File: config.mk
export PLATFORM = sky130hd
export DESIGN_NAME = strobe_bus_regs
export DESIGN_NICKNAME = d
export VERILOG_FILES = /design/src/rtl/sbr_pkg.sv /design/src/rtl/sbr_action_gen.sv /design/src/rtl/sbr_bus.sv /design/src/rtl/sbr_reg_cell.sv /design/src/rtl/sbr_adder.sv /design/src/rtl/strobe_bus_regs.sv
export SDC_FILE = /design/constraint.sdc
export NUM_CORES = 1
export LEC_CHECK = 0
export BUFFER_PORTS_ARGS = -buffer_cell sky130_fd_sc_hd__buf_4
export CAP_MARGIN = 0
export CORE_MARGIN = 3
export CORE_UTILIZATION = 30
export DETAILED_ROUTE_END_ITERATION = 10
export GPL_TIMING_DRIVEN = 0
export PLACE_DENSITY_LB_ADDON = 0.12
export RECOVER_POWER = 50
export SLEW_MARGIN = 40
export SYNTH_ARGS = -nofsm -noshare
export SYNTH_HDL_FRONTEND = slang
export SYNTH_SLANG_ARGS = --single-unit
File: constraint.sdc
create_clock -name clk -period 17.9 [get_ports clk]
set_input_delay 4.475 -clock clk [delete_from_list [all_inputs] [get_ports clk]]
set_output_delay 4.475 -clock clk [all_outputs]
set_load 0.01 [all_outputs]
File: src/rtl/sbr_pkg.sv
package sbr_pkg;
  localparam int NREG = 8;
  localparam int IDX_X = 0;
  localparam int IDX_Y = 1;
  localparam int IDX_A = 2;
  localparam int IDX_L = 3;
  localparam int IDX_Q = 4;
  localparam int IDX_Z = 5;
  localparam int IDX_B = 6;
  localparam int IDX_G = 7;

  typedef enum logic [1:0] {
    ACT_IDLE  = 2'd0,
    ACT_CLEAR = 2'd1,
    ACT_SET   = 2'd2
  } reg_act_e;
endpackage

File: src/rtl/sbr_action_gen.sv
// Turns write strobes and the timing phase into per-register clear and set actions.
module sbr_action_gen
  import sbr_pkg::*;
(
  input  logic [NREG-1:0] wr_n,
  input  logic            phase_clr_i,
  output logic [NREG-1:0] clr_o,
  output logic [NREG-1:0] set_o
);
  reg_act_e act [NREG];

  for (genvar k = 0; k < NREG; k++) begin : g_act
    always_comb begin
      if (wr_n[k])          act[k] = ACT_IDLE;
      else if (phase_clr_i) act[k] = ACT_CLEAR;
      else                  act[k] = ACT_SET;
    end
    assign clr_o[k] = (act[k] == ACT_CLEAR);
    assign set_o[k] = (act[k] == ACT_SET);
  end
endmodule

File: src/rtl/sbr_bus.sv
// Wired-OR read bus fan-in and inverted write bus fan-out.
module sbr_bus
  import sbr_pkg::*;
#(
  parameter int W = 16
) (
  input  logic [NREG*W-1:0] regs_i,
  input  logic [NREG-1:0]   rd_n,
  input  logic [W-1:0]      ext_i,
  output logic [W-1:0]      rbus_o,
  output logic [W-1:0]      wbus_o
);
  logic [W-1:0] acc [NREG+1];

  assign acc[0] = ext_i;
  for (genvar k = 0; k < NREG; k++) begin : g_fanin
    logic [W-1:0] content;
    assign content    = regs_i[k*W +: W] & {W{~rd_n[k]}};
    assign acc[k + 1] = acc[k] | content;
  end

  assign rbus_o = acc[NREG];
  assign wbus_o = ~acc[NREG];
endmodule

File: src/rtl/sbr_reg_cell.sv
// One word register: clear forces zero, set ORs in bits carried as 0 on the write bus.
module sbr_reg_cell #(
  parameter int W = 16
) (
  input  logic         clk,
  input  logic         rst,
  input  logic         clr_i,
  input  logic         set_i,
  input  logic [W-1:0] wbus_i,
  output logic [W-1:0] q_o
);
  logic [W-1:0] set_bits;
  assign set_bits = ~wbus_i & {W{set_i}};

  always_ff @(posedge clk) begin
    if (rst)        q_o <= '0;
    else if (clr_i) q_o <= '0;
    else            q_o <= q_o | set_bits;
  end
endmodule

File: src/rtl/sbr_adder.sv
module sbr_adder #(
  parameter int W = 16
) (
  input  logic [W-1:0] a_i,
  input  logic [W-1:0] b_i,
  output logic [W-1:0] s_o
);
  logic [W:0] carry;
  assign carry[0] = 1'b0;
  for (genvar i = 0; i < W; i++) begin : g_fa
    assign s_o[i]       = a_i[i] ^ b_i[i] ^ carry[i];
    assign carry[i + 1] = (a_i[i] & b_i[i]) | (carry[i] & (a_i[i] ^ b_i[i]));
  end
endmodule

File: src/rtl/strobe_bus_regs.sv
module strobe_bus_regs
  import sbr_pkg::*;
#(
  parameter int W = 16
) (
  input  logic              clk,
  input  logic              rst,
  input  logic [NREG-1:0]   rd_n,
  input  logic [NREG-1:0]   wr_n,
  input  logic              phase_clr_i,
  input  logic [W-1:0]      ext_rd_i,
  output logic [NREG*W-1:0] regs_o,
  output logic [W-1:0]      rbus_o,
  output logic [W-1:0]      wbus_o,
  output logic [W-1:0]      c_o,
  output logic [W-1:0]      u_o
);
  localparam int TOTW = NREG * W;

  logic [NREG-1:0] clr;
  logic [NREG-1:0] set;
  logic [TOTW-1:0] regs;
  logic [W-1:0]    rbus;
  logic [W-1:0]    wbus;

  sbr_action_gen u_act (
    .wr_n        (wr_n),
    .phase_clr_i (phase_clr_i),
    .clr_o       (clr),
    .set_o       (set)
  );

  sbr_bus #(.W(W)) u_bus (
    .regs_i (regs),
    .rd_n   (rd_n),
    .ext_i  (ext_rd_i),
    .rbus_o (rbus),
    .wbus_o (wbus)
  );

  for (genvar k = 0; k < NREG; k++) begin : g_reg
    sbr_reg_cell #(.W(W)) u_cell (
      .clk    (clk),
      .rst    (rst),
      .clr_i  (clr[k]),
      .set_i  (set[k]),
      .wbus_i (wbus),
      .q_o    (regs[k*W +: W])
    );
  end

  sbr_adder #(.W(W)) u_add (
    .a_i (regs[IDX_X*W +: W]),
    .b_i (regs[IDX_Y*W +: W]),
    .s_o (u_o)
  );

  assign c_o    = ~regs[IDX_B*W +: W];
  assign regs_o = regs;
  assign rbus_o = rbus;
  assign wbus_o = wbus;
endmodule

-- Word-level counts from Yosys, hierarchy flattened
Cells that the tools add are included.
- output and inout port bits: 192
- bits of input ports: 35
- word-level logic and storage cells: 158
- bits in registers: 128
- reductions and logical operators: 8
- muxes and demuxes: 9
- bitwise operators: 117
- equal/unequal tests: 16
- operator list (operator ; count):
    16-bit AND ; 16
    16-bit bitwise OR ; 16
    16-bit NOT ; 3
    1-bit XOR ; 31
    1-bit AND ; 29
    2-bit 2-to-1 mux ; 9
    2-bit by 1-bit == test with 1-bit output (second input constant) ; 8
    2-bit == test (second input constant) ; 8
    2-bit OR reduction ; 8
    1-bit bitwise OR ; 14
    1-bit NOT ; 8

-- Longest topological paths before layout
Gate-level depths: netlist (run 1).
- depth after elaboration: 30
- depth in mapped cells: 19
- gate-level depth less buffers: 19

-- By module
From an unflattened synthesis (run 1), not the netlist that was laid out.
- cell total of the unflattened synthesis: 740
- area total of the unflattened synthesis: 6757.7 µm²
- by module, submodules not included (module ; instances ; seq. area each (µm²) ; cells an instance ; area an instance (µm²)):
    sbr_reg_cell ; 8 ; 320.3 ; 68 ; 640.6
    sbr_bus ; 1 ; 0.0 ; 142 ; 1143.6
    sbr_adder ; 1 ; 0.0 ; 21 ; 335.3
    sbr_action_gen ; 1 ; 0.0 ; 17 ; 93.8
    strobe_bus_regs ; 1 ; 0.0 ; 16 ; 60.1

-- Worst setup path before layout (run 1)
Ideal clock, no wire load.
- path type: register to output
- start point: register g_reg[0].u_cell.q_o[0]
- end point: output u_o[15]
- buffers on the path: 0
- data arrival time: 6.092 ns
- path slack: 7.333 ns
- cell stages (with the launch flop): 20
- cell sequence: dfxtp_1 -> ha_1 -> inv_1 -> fa_1 -> inv_1 -> fa_1 -> fa_1 -> fa_1 -> fa_1 -> fa_1 -> fa_1 -> fa_1 -> fa_1 -> fa_1 -> fa_1 -> fa_1 -> fa_1 -> fa_1 -> xnor2_1 -> xnor2_1
- longest elaborated chain between the ends: 30
- RTL lines (what ; RTL line ; text):
    start: declaration ; sbr_reg_cell.sv:10 ; output logic [W-1:0] q_o
    start signal: assignment ; sbr_reg_cell.sv:18 ; else q_o <= q_o | set_bits;
    1-bit AND (2 in series) ; sbr_adder.sv:12 ; assign carry[i + 1] = (a_i[i] & b_i[i]) | (carry[i] & (a_i[i] ^ b_i[i]));
    1-bit bitwise OR ; sbr_adder.sv:12 ;
    1-bit AND ; sbr_adder.sv:12 ;
    1-bit bitwise OR ; sbr_adder.sv:12 ;
    1-bit AND ; sbr_adder.sv:12 ;
    1-bit bitwise OR ; sbr_adder.sv:12 ;
    1-bit AND ; sbr_adder.sv:12 ;
    1-bit bitwise OR ; sbr_adder.sv:12 ;
    [... 13 more ...] ; n/a ;
    1-bit bitwise OR ; sbr_adder.sv:12 ;
    1-bit AND ; sbr_adder.sv:12 ;
    1-bit bitwise OR ; sbr_adder.sv:12 ;
    1-bit AND ; sbr_adder.sv:12 ;
    1-bit bitwise OR ; sbr_adder.sv:12 ;
    1-bit AND ; sbr_adder.sv:12 ;
    1-bit bitwise OR ; sbr_adder.sv:12 ;
    1-bit XOR ; sbr_adder.sv:11 ; assign s_o[i] = a_i[i] ^ b_i[i] ^ carry[i];
    end: declaration ; strobe_bus_regs.sv:16 ; output logic [W-1:0] u_o
No other way between the ends.

-- Final worst setup path (run 1)
Same ends and word-level chain as after synthesis.

==> impl_metrics.env, run 1 <==
export IMPL_yosys_register_bits=128
export IMPL_seqPwrFrac_pct=38.2
export IMPL_h_tree_depth=4
export IMPL_grt_max_degree=17
export IMPL_hold_path_class="reg -> reg"
export IMPL_die_x_um=152
export IMPL_place_congestion=0.825
export IMPL_synth_ff_type="dfxtp_1"
export IMPL_io_buffer_count=225
export IMPL_yosys_area_share_simple_pct=18.4
export IMPL_cap_violations=0
export IMPL_largest_reg_flops=128
export IMPL_cts_buffers=17
export IMPL_antenna_found_initial=0
export IMPL_io_pins=227
export IMPL_vdd_ir_drop_max_mv=0.0626
export IMPL_drc=0
export IMPL_post_route_min_period_ns=12.04
export IMPL_first_global_vias=5856
export IMPL_clock_latency_ns=0.42
export IMPL_status="complete, no violations"
export IMPL_drt_iter0_markers=362
export IMPL_postCtsHoldBufs=0
export IMPL_cts_resized_gates=0
export IMPL_n_antenna_cell=0
export IMPL_skew_ns=0.00778
export IMPL_synth_top_cell_area_share_pct=39.9
export IMPL_critPathKind="reg -> out"
export IMPL_cts_buffer_depth=2
export IMPL_synth_edf_count=0
export IMPL_area_growth_syn_to_layout_pct=31.4
export IMPL_ys_warn_count=0
export IMPL_syn_nets=691
export IMPL_fp_coreArea_mm2=0.0206
export IMPL_power_density_mw_per_mm2=104
export IMPL_globalRouteOverflowTotal=0
export IMPL_rsz0062_at_grt="false"
export IMPL_drv_slew=0
export IMPL_synthAdderAreaFrac_pct=4.56
export IMPL_arrival_ns=7.56
export IMPL_final_cell_mix="clkbuf_1 (175), dfxtp_1 (128), nand2b_1 (95)"
export IMPL_synth_top_cell_by_area="dfxtp_1"
export IMPL_dp_hpwl_um=19400
export IMPL_syn_area_per_cell_um2=10.0
export IMPL_cp_end_kind="primary output"
export IMPL_seq_area_frac_synth_pct=39.9
export IMPL_cts_tree="yes"
export IMPL_slew_headroom_pct=26.8
export IMPL_wl_per_cell_um=23.4
export IMPL_crit_fanout=5
export IMPL_switchingPower_uw=275
export IMPL_synthXorXnorAreaFrac_pct=0.273
export IMPL_fin_nets=935
export IMPL_finalCritPeriodShare_pct=67.3
export IMPL_synthArstFlopShare_pct=0
export IMPL_setup_viol=0
export IMPL_synthCells=641
export IMPL_p_int_uw=605
export IMPL_synth_top_family_by_area="compound AO/OA/AOI/OAI gates"
export IMPL_tightest_slew_ns=1.10
export IMPL_path_clk_slew_ns=0.06
export IMPL_vias=6036
export IMPL_crit_required_ns=13.43
export IMPL_die_area_mm2=0.0232
export IMPL_grt_first_pass_wirelength_um=39600
export IMPL_whs_ns=0.483
export IMPL_synth_compound_area_share_pct=30.9
export IMPL_syn_area_mm2=0.00642
export IMPL_start_util_pct=31.1
export IMPL_layout_drive_gt1_share_pct=14.7
export IMPL_leakage_uw=0.00352
export IMPL_drt_first_pass_iters=7
export IMPL_clock_fmax_mhz=83.1
export IMPL_swShare_pct=31.3
export IMPL_nFillCells=2193
export IMPL_fin_tns_setup_ns=0
export IMPL_cts_root_buf="clkbuf_16"
export IMPL_num_rows=52
export IMPL_critPathLaunchType="flip-flop"
export IMPL_combPwrFrac_pct=23.6
export IMPL_cts_setup_buffers=0
export IMPL_cts_sinks=128
export IMPL_ant_nets=0
export IMPL_final_hold_violation_count=0
export IMPL_final_common_cell="clkbuf_1"
export IMPL_r2r_slack_ns=16.06
export IMPL_reg_largest_list="g.u_cell.q_o (128)"
export IMPL_via_per_inst=5.18
export IMPL_dieHeight_um=152
export IMPL_synth_area_mux_share_pct=0
export IMPL_track_usage_pct=22.7
export IMPL_largest_register="g.u_cell.q_o"
export IMPL_pwr_share_clk_pct=38.2
export IMPL_yosys_cell_types_count=32
export IMPL_wl_um=27300
export IMPL_synth_area_leaders="dfxtp_1 (40%), o311a_1 (11%), nand2b_1 (9.3%)"
area by class of cell:
class	count	area [µm²]	share of cell area, %
multi-input cells	425	3490	41.3
clock inverters	7	87.6	1.04
plain buffers	41	194	2.30
clock buffers	23	458	5.42
repair buffers	225	1140	13.5
well taps	270	338	4.00
inverters	47	176	2.09
flip-flops and latches	128	2560	30.3
critical path, cell delays in order (launching register included):
cell and delay [ns]:
dfxtp_1 0.35, ha_1 0.21, inv_1 0.06, fa_1 0.25, inv_1 0.08, fa_1 0.39, fa_1 0.46, fa_1 0.41
fa_1 0.49, fa_1 0.42, fa_1 0.44, fa_1 0.44, fa_1 0.43, fa_1 0.42, fa_1 0.46, fa_1 0.41
fa_1 0.40, fa_1 0.41, xnor2_1 0.15, xnor2_1 0.27, buf_4 0.18
power groups by stage:
| stage | clock network [µW] | registers, µW | logic, µW |
|---|---|---|---|
| detailed placement | 0 | 343 | 231 |
| finish | 337 | 336 | 208 |
| floorplan | 0 | 347 | 108 |
| global route | 351 | 340 | 225 |
| CTS | 339 | 337 | 232 |
| global placement | 0 | 343 | 230 |
stage by stage:
| stage | setup slack (ns) | total power, µW | util (%) | area, µm² | instances |
|---|---|---|---|---|---|
| 6_report | 5.86 | 880 | 40.9 | 8440 | 1166 |
| 5_1_grt | 5.65 | 917 | 40.9 | 8440 | 1166 |
| 4_1_cts | 5.81 | 908 | 43.7 | 9010 | 1166 |
| 3_5_place_dp | 6.28 | 574 | 41.0 | 8460 | 1136 |
| 3_3_place_gp | 6.29 | 573 | 41.0 | 8450 | 1136 |
| 2_1_floorplan | 7.33 | 456 | - | 6420 | 641 |
path summary, 6_finish.rpt:
check             cells past startpoint              startpoint                     end
setup / recovery                     20  g_reg[0].u_cell.q_o[0]                 u_o[15]
hold reg to reg                       1  g_reg[5].u_cell.q_o[9]  g_reg[5].u_cell.q_o[9]
setup reg to reg                      4  g_reg[7].u_cell.q_o[6]  g_reg[4].u_cell.q_o[6]
hold / removal                        1  g_reg[5].u_cell.q_o[9]  g_reg[5].u_cell.q_o[9]
synthesized netlist by cell type (5+ instances only):
master,instances
nand2b_1,95
nor2_1,9
or2_1,15
dfxtp_1,128
a22o_1,16
buf_1,6
a2111o_1,17
o311a_1,68
inv_1,39
buf_6,5
or3_1,13
a21oi_1,8
buf_2,6
o31ai_1,10
o2111ai_1,9
o21a_1,33
and2b_1,5
inv_2,8
fa_1,14
a21boi_0,11
nor2b_1,49
clkbuf_1,21
o31a_1,34
cell families (layout without fill, tap and decap cells):
kind of cell,after synthesis,after routing
AO/OA/AOI/OAI,215,215
AND/OR/NAND/NOR,193,193
flip-flops,128,128
buffers and inverters,88,343
adder cells (fa/ha/maj),15,15
XOR/XNOR,2,2
metal layers:
layer	up-vias	global-route usage, %	share of wire [%]
met1	2956	31.3	46
met2	195	37.0	47
met3	21	4.49	5.7
met4	0	5.05	1.5
li1	2864	-	-
met5	-	0	0
Power figures use the tool's default switching activity.
==> run 2: changes to the inputs <==
Settings changed: ABC_AREA set to 1.
Clock period 17.9 ns to 10.8 ns, I/O delays scaled along.
==> run 2 against run 1 <==
Cell area increased by 0.67%. Combinational power grew 34%. Largest power group unchanged. Sequential share of layout area down 0.20 points. Clock skew is essentially flat. Critical endpoint unchanged. Global-route usage shrank 3.7 points. Critical path depth unchanged. Critical path type unchanged. Routed wire length is 22% lower.
==> impl_metrics.env, run 2 <==
export IMPL_status="complete, no violations"
export IMPL_start_util_pct=31.1
export IMPL_synthArstFlopShare_pct=0
export IMPL_slew_headroom_pct=62.2
export IMPL_cts_buffer_depth=2
export IMPL_grt_first_pass_wirelength_um=32600
export IMPL_synth_ff_type="dfxtp_1"
export IMPL_final_hold_violation_count=0
export IMPL_drc=0
export IMPL_clock_fmax_mhz=102
export IMPL_synthCells=790
export IMPL_place_area_mm2=0.00818
export IMPL_rsz0062_at_grt="false"
export IMPL_cts_resized_gates=0
export IMPL_cts_root_buf="clkbuf_16"
export IMPL_met1_length_um=10700
export IMPL_h_tree_depth=4
export IMPL_cts_sinks=128
export IMPL_drt_iter0_markers=241
export IMPL_die_x_um=149
export IMPL_synth_top_cell_by_area="dfxtp_1"
export IMPL_final_cells=1311
export IMPL_clock_latency_ns=0.41
export IMPL_multiInputGateArea_mm2=0.00259
export IMPL_cts_buffers=17
export IMPL_ys_warn_count=0
export IMPL_seq_area_frac_synth_pct=41.6
export IMPL_ant_nets=0
export IMPL_io_pins=227
export IMPL_slowest_stage="fa_1"
export IMPL_track_usage_pct=19.0
export IMPL_place_congestion=0.779
export IMPL_first_global_vias=5385
export IMPL_syn_area_mm2=0.00617
export IMPL_setup_viol=0
export IMPL_vdd_ir_drop_max_mv=0.0901
export IMPL_final_common_cell="nand2_1"
export IMPL_whs_ns=0.465
export IMPL_yosys_register_bits=128
export IMPL_finalCritPeriodShare_pct=90.9
export IMPL_fin_nets=1083
export IMPL_layout_drive_gt1_share_pct=28.7
export IMPL_cp_top_family="adder cells"
export IMPL_dieHeight_um=149
export IMPL_nFillCells=2098
export IMPL_drt_first_pass_iters=4
export IMPL_power_density_mw_per_mm2=168
export IMPL_via_per_inst=4.23
export IMPL_vias=5547
export IMPL_wl_um=21200
export IMPL_critPathKind="reg -> out"
export IMPL_drv_slew=0
export IMPL_antenna_found_initial=0
export IMPL_final_util_pct=42.8
export IMPL_final_cell_mix="nand2_1 (212), buf_4 (201), inv_1 (149)"
export IMPL_skew_ns=0.00810
export IMPL_post_route_min_period_ns=9.82
export IMPL_synth_area_leaders="dfxtp_1 (42%), nand2_1 (12%), inv_1 (9.0%)"
export IMPL_syn_nets=840
export IMPL_largest_reg_flops=128
export IMPL_yosys_top_cells_count="nand2_1 (196), inv_1 (148), dfxtp_1 (128)"
export IMPL_crit_fanout=3
export IMPL_critPathLaunchType="flip-flop"
export IMPL_postCtsHoldBufs=0
export IMPL_path_buf_inv=3
export IMPL_num_rows=51
export IMPL_dr_wl_met3_um=915
export IMPL_dp_hpwl_um=16900
export IMPL_fp_coreArea_mm2=0.0198
export IMPL_largest_register="g.u_cell.q_o"
export IMPL_crit_required_ns=8.10
export IMPL_cts_setup_buffers=0
export IMPL_crit_path_frequent_cell="fa_1"
export IMPL_synth_top_cell_area_share_pct=41.6
export IMPL_synth_edf_count=0
export IMPL_cap_violations=0
export IMPL_yosys_cell_count_top_type="nand2_1"
export IMPL_top_layer_used="met4"
export IMPL_hold_path_class="reg -> reg"
export IMPL_worstPathCellList="ha_1 -> inv_1 -> fa_1 -> inv_1 -> fa_1 -> fa_1 -> fa_1 -> fa_1 -> fa_1 -> fa_1 -> fa_1 -> fa_1 -> fa_1 -> fa_1 -> fa_1 -> fa_1 -> fa_1 -> xnor2_1 -> xor2_1 -> buf_4"
export IMPL_grt_max_degree=17
export IMPL_leakage_uw=0.00373
export IMPL_reg_largest_list="g.u_cell.q_o (128)"
export IMPL_arrival_ns=7.12
export IMPL_cts_tree="yes"
export IMPL_path_clk_slew_ns=0.06
export IMPL_area_growth_syn_to_layout_pct=37.8
export IMPL_globalRouteOverflowTotal=0
export IMPL_dp_cells=1279
export IMPL_die_area_mm2=0.0223
export IMPL_wl_per_cell_um=16.1
export IMPL_n_antenna_cell=0
export IMPL_max_stage_delay_ns=0.46
export IMPL_tightest_slew_ns=0.566
export IMPL_wl_met2_um=9440
export IMPL_io_buffer_count=224
export IMPL_syn_area_per_cell_um2=7.80
export IMPL_seq_area_mm2=0.00256
export IMPL_cp_end_kind="primary output"
export IMPL_finalInstanceArea_mm2=0.00850
export IMPL_fin_tns_setup_ns=0
export IMPL_yosys_cell_types_count=28
[run 2: cell count changes after synthesis, moves of 33 or more]
| cell | previous run | this run |
|---|---|---|
| a21oi_1 | 8 | 97 |
| nand2b_1 | 95 | 0 |
| nand2_1 | 3 | 196 |
| inv_1 | 39 | 148 |
| o21a_1 | 33 | 0 |
| o31a_1 | 34 | 0 |
| nor2b_1 | 49 | 0 |
| o311a_1 | 68 | 0 |
[run 2: worst paths after layout]
check	to	start	cells after the start	slack [ns]
min reg2reg	g_reg[4].u_cell.q_o[11]	g_reg[4].u_cell.q_o[11]	2	0.47
max	u_o[15]	g_reg[0].u_cell.q_o[0]	20	0.98
min	g_reg[4].u_cell.q_o[11]	g_reg[4].u_cell.q_o[11]	2	0.47
max reg2reg	g_reg[6].u_cell.q_o[15]	g_reg[4].u_cell.q_o[15]	6	9.28
[run 2: metrics by stage]
stage               setup WS, ns  total power (µW)
finish                     0.981              1430
global route               0.747              1500
CTS                        0.908              1470
detailed placement          1.36               839
global placement            1.40               838
floorplan                   1.99               692
[run 2: report_power, final]
| part | internal (µW) | total [µW] | switching (µW) | leakage (µW) |
|---|---|---|---|---|
| combinational | 115 | 279 | 165 | 0.00238 |
| sequential | 502 | 527 | 25.4 | 0.00105 |
| clock | 405 | 620 | 215 | 0.000307 |
| total | 1020 | 1430 | 405 | 0.00373 |
[run 2: kinds of logic after synthesis]
logic type	Yosys count	synth area share, %
compound gates	184	19.0
buf+inv	181	13.5
xor+xnor	2	0.284
fa+ha+maj	15	4.75
flops	128	41.6
simple gates	280	20.9
[run 2: cell type report]
cell class,count,share of cell area (%)
Sequential cell,128,30.1
Multi-Input combinational cell,481,30.5
Buffer,26,2.75
Tap cell,265,3.90
Inverter,155,6.92
Clock buffer,23,5.62
Timing Repair Buffer,224,18.3
Clock inverter,9,1.83
[run 2: worst min-delay path, stage by stage (launching register included)]
cell and delay [ns]:
dfxtp_1 0.32, inv_1 0.05, a21oi_1 0.05
[run 2: routing by layer]
layer	up-vias	global-route usage, %
li1	2913	-
met1	2490	28.1
met2	140	29.0
met3	4	3.65
met4	0	3.57
met5	-	0
==> run 3: changes to the inputs <==
Settings changed: REMOVE_ABC_BUFFERS set to 1.
==> run 3 against run 2 <==
Combinational power down 3%. Sequential cell count stayed put. Highest routed layer unchanged. Total power fell by 5.1%. Critical endpoint unchanged. Die area stayed put. Non-clock buffer count fell by 24. Clock power fell by 10%. Hold slack improved by 0.0015 ns. Global-route usage shrank 0.55 points.
==> impl_metrics.env, run 3 (synthesis gave the netlist of run 2 again) <==
export IMPL_antenna_found_initial=0
export IMPL_ant_nets=0
export IMPL_r2r_start="g_reg[7].u_cell.q_o[8]"
export IMPL_h_tree_depth=4
export IMPL_fin_tns_setup_ns=0
export IMPL_setup_viol=0
export IMPL_io_buffer_count=226
export IMPL_wl_met2_um=9610
export IMPL_die_area_mm2=0.0223
export IMPL_tightest_slew_ns=0.643
export IMPL_finalCritPeriodShare_pct=88.7
export IMPL_drt_first_pass_iters=4
export IMPL_cts_root_buf="clkbuf_16"
export IMPL_whs_path_depth=2
export IMPL_globalRouteOverflowTotal=0
export IMPL_skew_ns=0.00856
export IMPL_crit_required_ns=8.10
export IMPL_dr_wl_met3_um=1700
export IMPL_dp_cells=1255
export IMPL_final_util_pct=41.4
export IMPL_cts_setup_buffers=0
export IMPL_place_congestion=0.815
export IMPL_grt_max_degree=17
export IMPL_drt_iter0_markers=150
export IMPL_critPathKind="reg -> out"
export IMPL_wl_um=20900
export IMPL_fin_nets=1059
export IMPL_layout_drive_gt1_share_pct=27.2
export IMPL_dp_hpwl_um=16100
export IMPL_startpoint="g_reg[0].u_cell.q_o[0]"
export IMPL_clock_latency_ns=0.41
export IMPL_switchingPower_uw=406
export IMPL_first_global_vias=5442
export IMPL_power_density_mw_per_mm2=165
export IMPL_path_clk_slew_ns=0.06
export IMPL_critPathLaunchType="flip-flop"
export IMPL_vias=5644
export IMPL_top_layer_used="met4"
export IMPL_fp_coreArea_mm2=0.0198
export IMPL_design_power_total_uw=1350
export IMPL_multiInputGateArea_mm2=0.00260
export IMPL_r2r_cells=6
export IMPL_num_rows=51
export IMPL_seq_area_mm2=0.00256
export IMPL_p_int_uw=947
export IMPL_via_per_inst=4.39
export IMPL_drc=0
export IMPL_arrival_ns=6.88
export IMPL_swShare_pct=30.0
export IMPL_crit_fanout=3
export IMPL_post_route_min_period_ns=9.58
export IMPL_slew_headroom_pct=57.1
export IMPL_final_common_cell="nand2_1"
export IMPL_hold_path_class="reg -> reg"
export IMPL_min_to="g_reg[2].u_cell.q_o[13]"
export IMPL_r2r_slack_ns=9.37
export IMPL_pwr_share_clk_pct=41.2
export IMPL_wl_per_cell_um=16.2
export IMPL_clock_fmax_mhz=104
export IMPL_die_x_um=149
export IMPL_dieHeight_um=149
export IMPL_reg_largest_list="g.u_cell.q_o (128)"
export IMPL_whs_ns=0.467
export IMPL_status="complete, no violations"
export IMPL_rsz0062_at_grt="false"
export IMPL_cts_buffer_depth=2
export IMPL_final_cell_mix="nand2_1 (212), buf_4 (192), inv_1 (150)"
export IMPL_io_pins=227
export IMPL_leakage_uw=0.00357
export IMPL_seqPwrFrac_pct=38.9
export IMPL_min_from="g_reg[2].u_cell.q_o[13]"
export IMPL_cts_sinks=128
export IMPL_combPwrFrac_pct=19.9
export IMPL_nFillCells=2161
export IMPL_grt_first_pass_wirelength_um=31600
export IMPL_cts_buffers=17
export IMPL_final_cells=1287
export IMPL_cts_resized_gates=0
export IMPL_track_usage_pct=18.5
export IMPL_drv_slew=0
export IMPL_cap_violations=0
export IMPL_regToRegEndpoint="g_reg[2].u_cell.q_o[8]"
export IMPL_area_growth_syn_to_layout_pct=33.2
export IMPL_largest_reg_flops=128
export IMPL_largest_register="g.u_cell.q_o"
export IMPL_vdd_ir_drop_max_mv=0.0993
export IMPL_final_hold_violation_count=0
export IMPL_start_util_pct=31.1
export IMPL_n_antenna_cell=0
export IMPL_cts_tree="yes"
export IMPL_met1_length_um=9390
export IMPL_cp_end_kind="primary output"
export IMPL_postCtsHoldBufs=0
-- run 3: cell count changes in the layout (fill, tap and decap cells not counted), sizes merged --
cell / change
clkinvlp: +2
clkinv: +2
buf: -22
clkbuf: -4
bufinv: -2
-- run 3: layout make-up --
| class | instances | share of cell area, % |
|---|---|---|
| multi-input cells | 481 | 31.7 |
| flip-flops and latches | 128 | 31.2 |
| repair buffers | 226 | 19.2 |
| inverters | 155 | 7.16 |
| clock buffers | 21 | 5.36 |
| well taps | 265 | 4.04 |
| clock inverters | 11 | 1.42 |
-- run 3: how the worst max path moves through the flow --
stage | slack (ns) | cells after the start | endpoint
final | 1.22 | 20 | u_o[15]
after global placement | 1.66 | 20 | u_o[15]
after global routing | 0.97 | 20 | u_o[15]
after floorplan | 1.99 | 19 | u_o[15]
after CTS | 1.15 | 20 | u_o[15]
after detailed placement | 1.61 | 20 | u_o[15]
-- run 3: worst max-delay path: stages, from the launching register on --
cell and delay, ns:
dfxtp_1 0.35, ha_1 0.20, inv_1 0.06, fa_1 0.15
inv_1 0.05, fa_1 0.38, fa_1 0.40, fa_1 0.39
fa_1 0.39, fa_1 0.42, fa_1 0.42, fa_1 0.39
fa_1 0.41, fa_1 0.41, fa_1 0.42, fa_1 0.40
fa_1 0.39, fa_1 0.38, xnor2_1 0.17, xor2_1 0.17
buf_4 0.14
-- run 3: stage by stage --
stage / cell area [µm²] / worst slack (ns)
after detailed placement: 7950 / 1.61
final: 8210 / 1.22
after global placement: 7950 / 1.66
after global routing: 8210 / 0.972
after floorplan: 5920 / 1.99
after CTS: 8510 / 1.15
-- run 3: power by group through the flow --
| stage | Sequential, µW | Combinational (µW) | Clock [µW] |
|---|---|---|---|
| 4_1_cts | 526 | 296 | 571 |
| 3_3_place_gp | 536 | 294 | 0 |
| 6_report | 526 | 270 | 557 |
| 5_1_grt | 530 | 299 | 590 |
| 2_1_floorplan | 545 | 135 | 0 |
| 3_5_place_dp | 536 | 295 | 0 |
-- run 3: layer usage --
layer  track usage (%)  up-vias
li1                  -     2864
met1              23.8     2583
met2              30.1      186
met3              6.05       11
met4              4.39        0
met5                 0        -
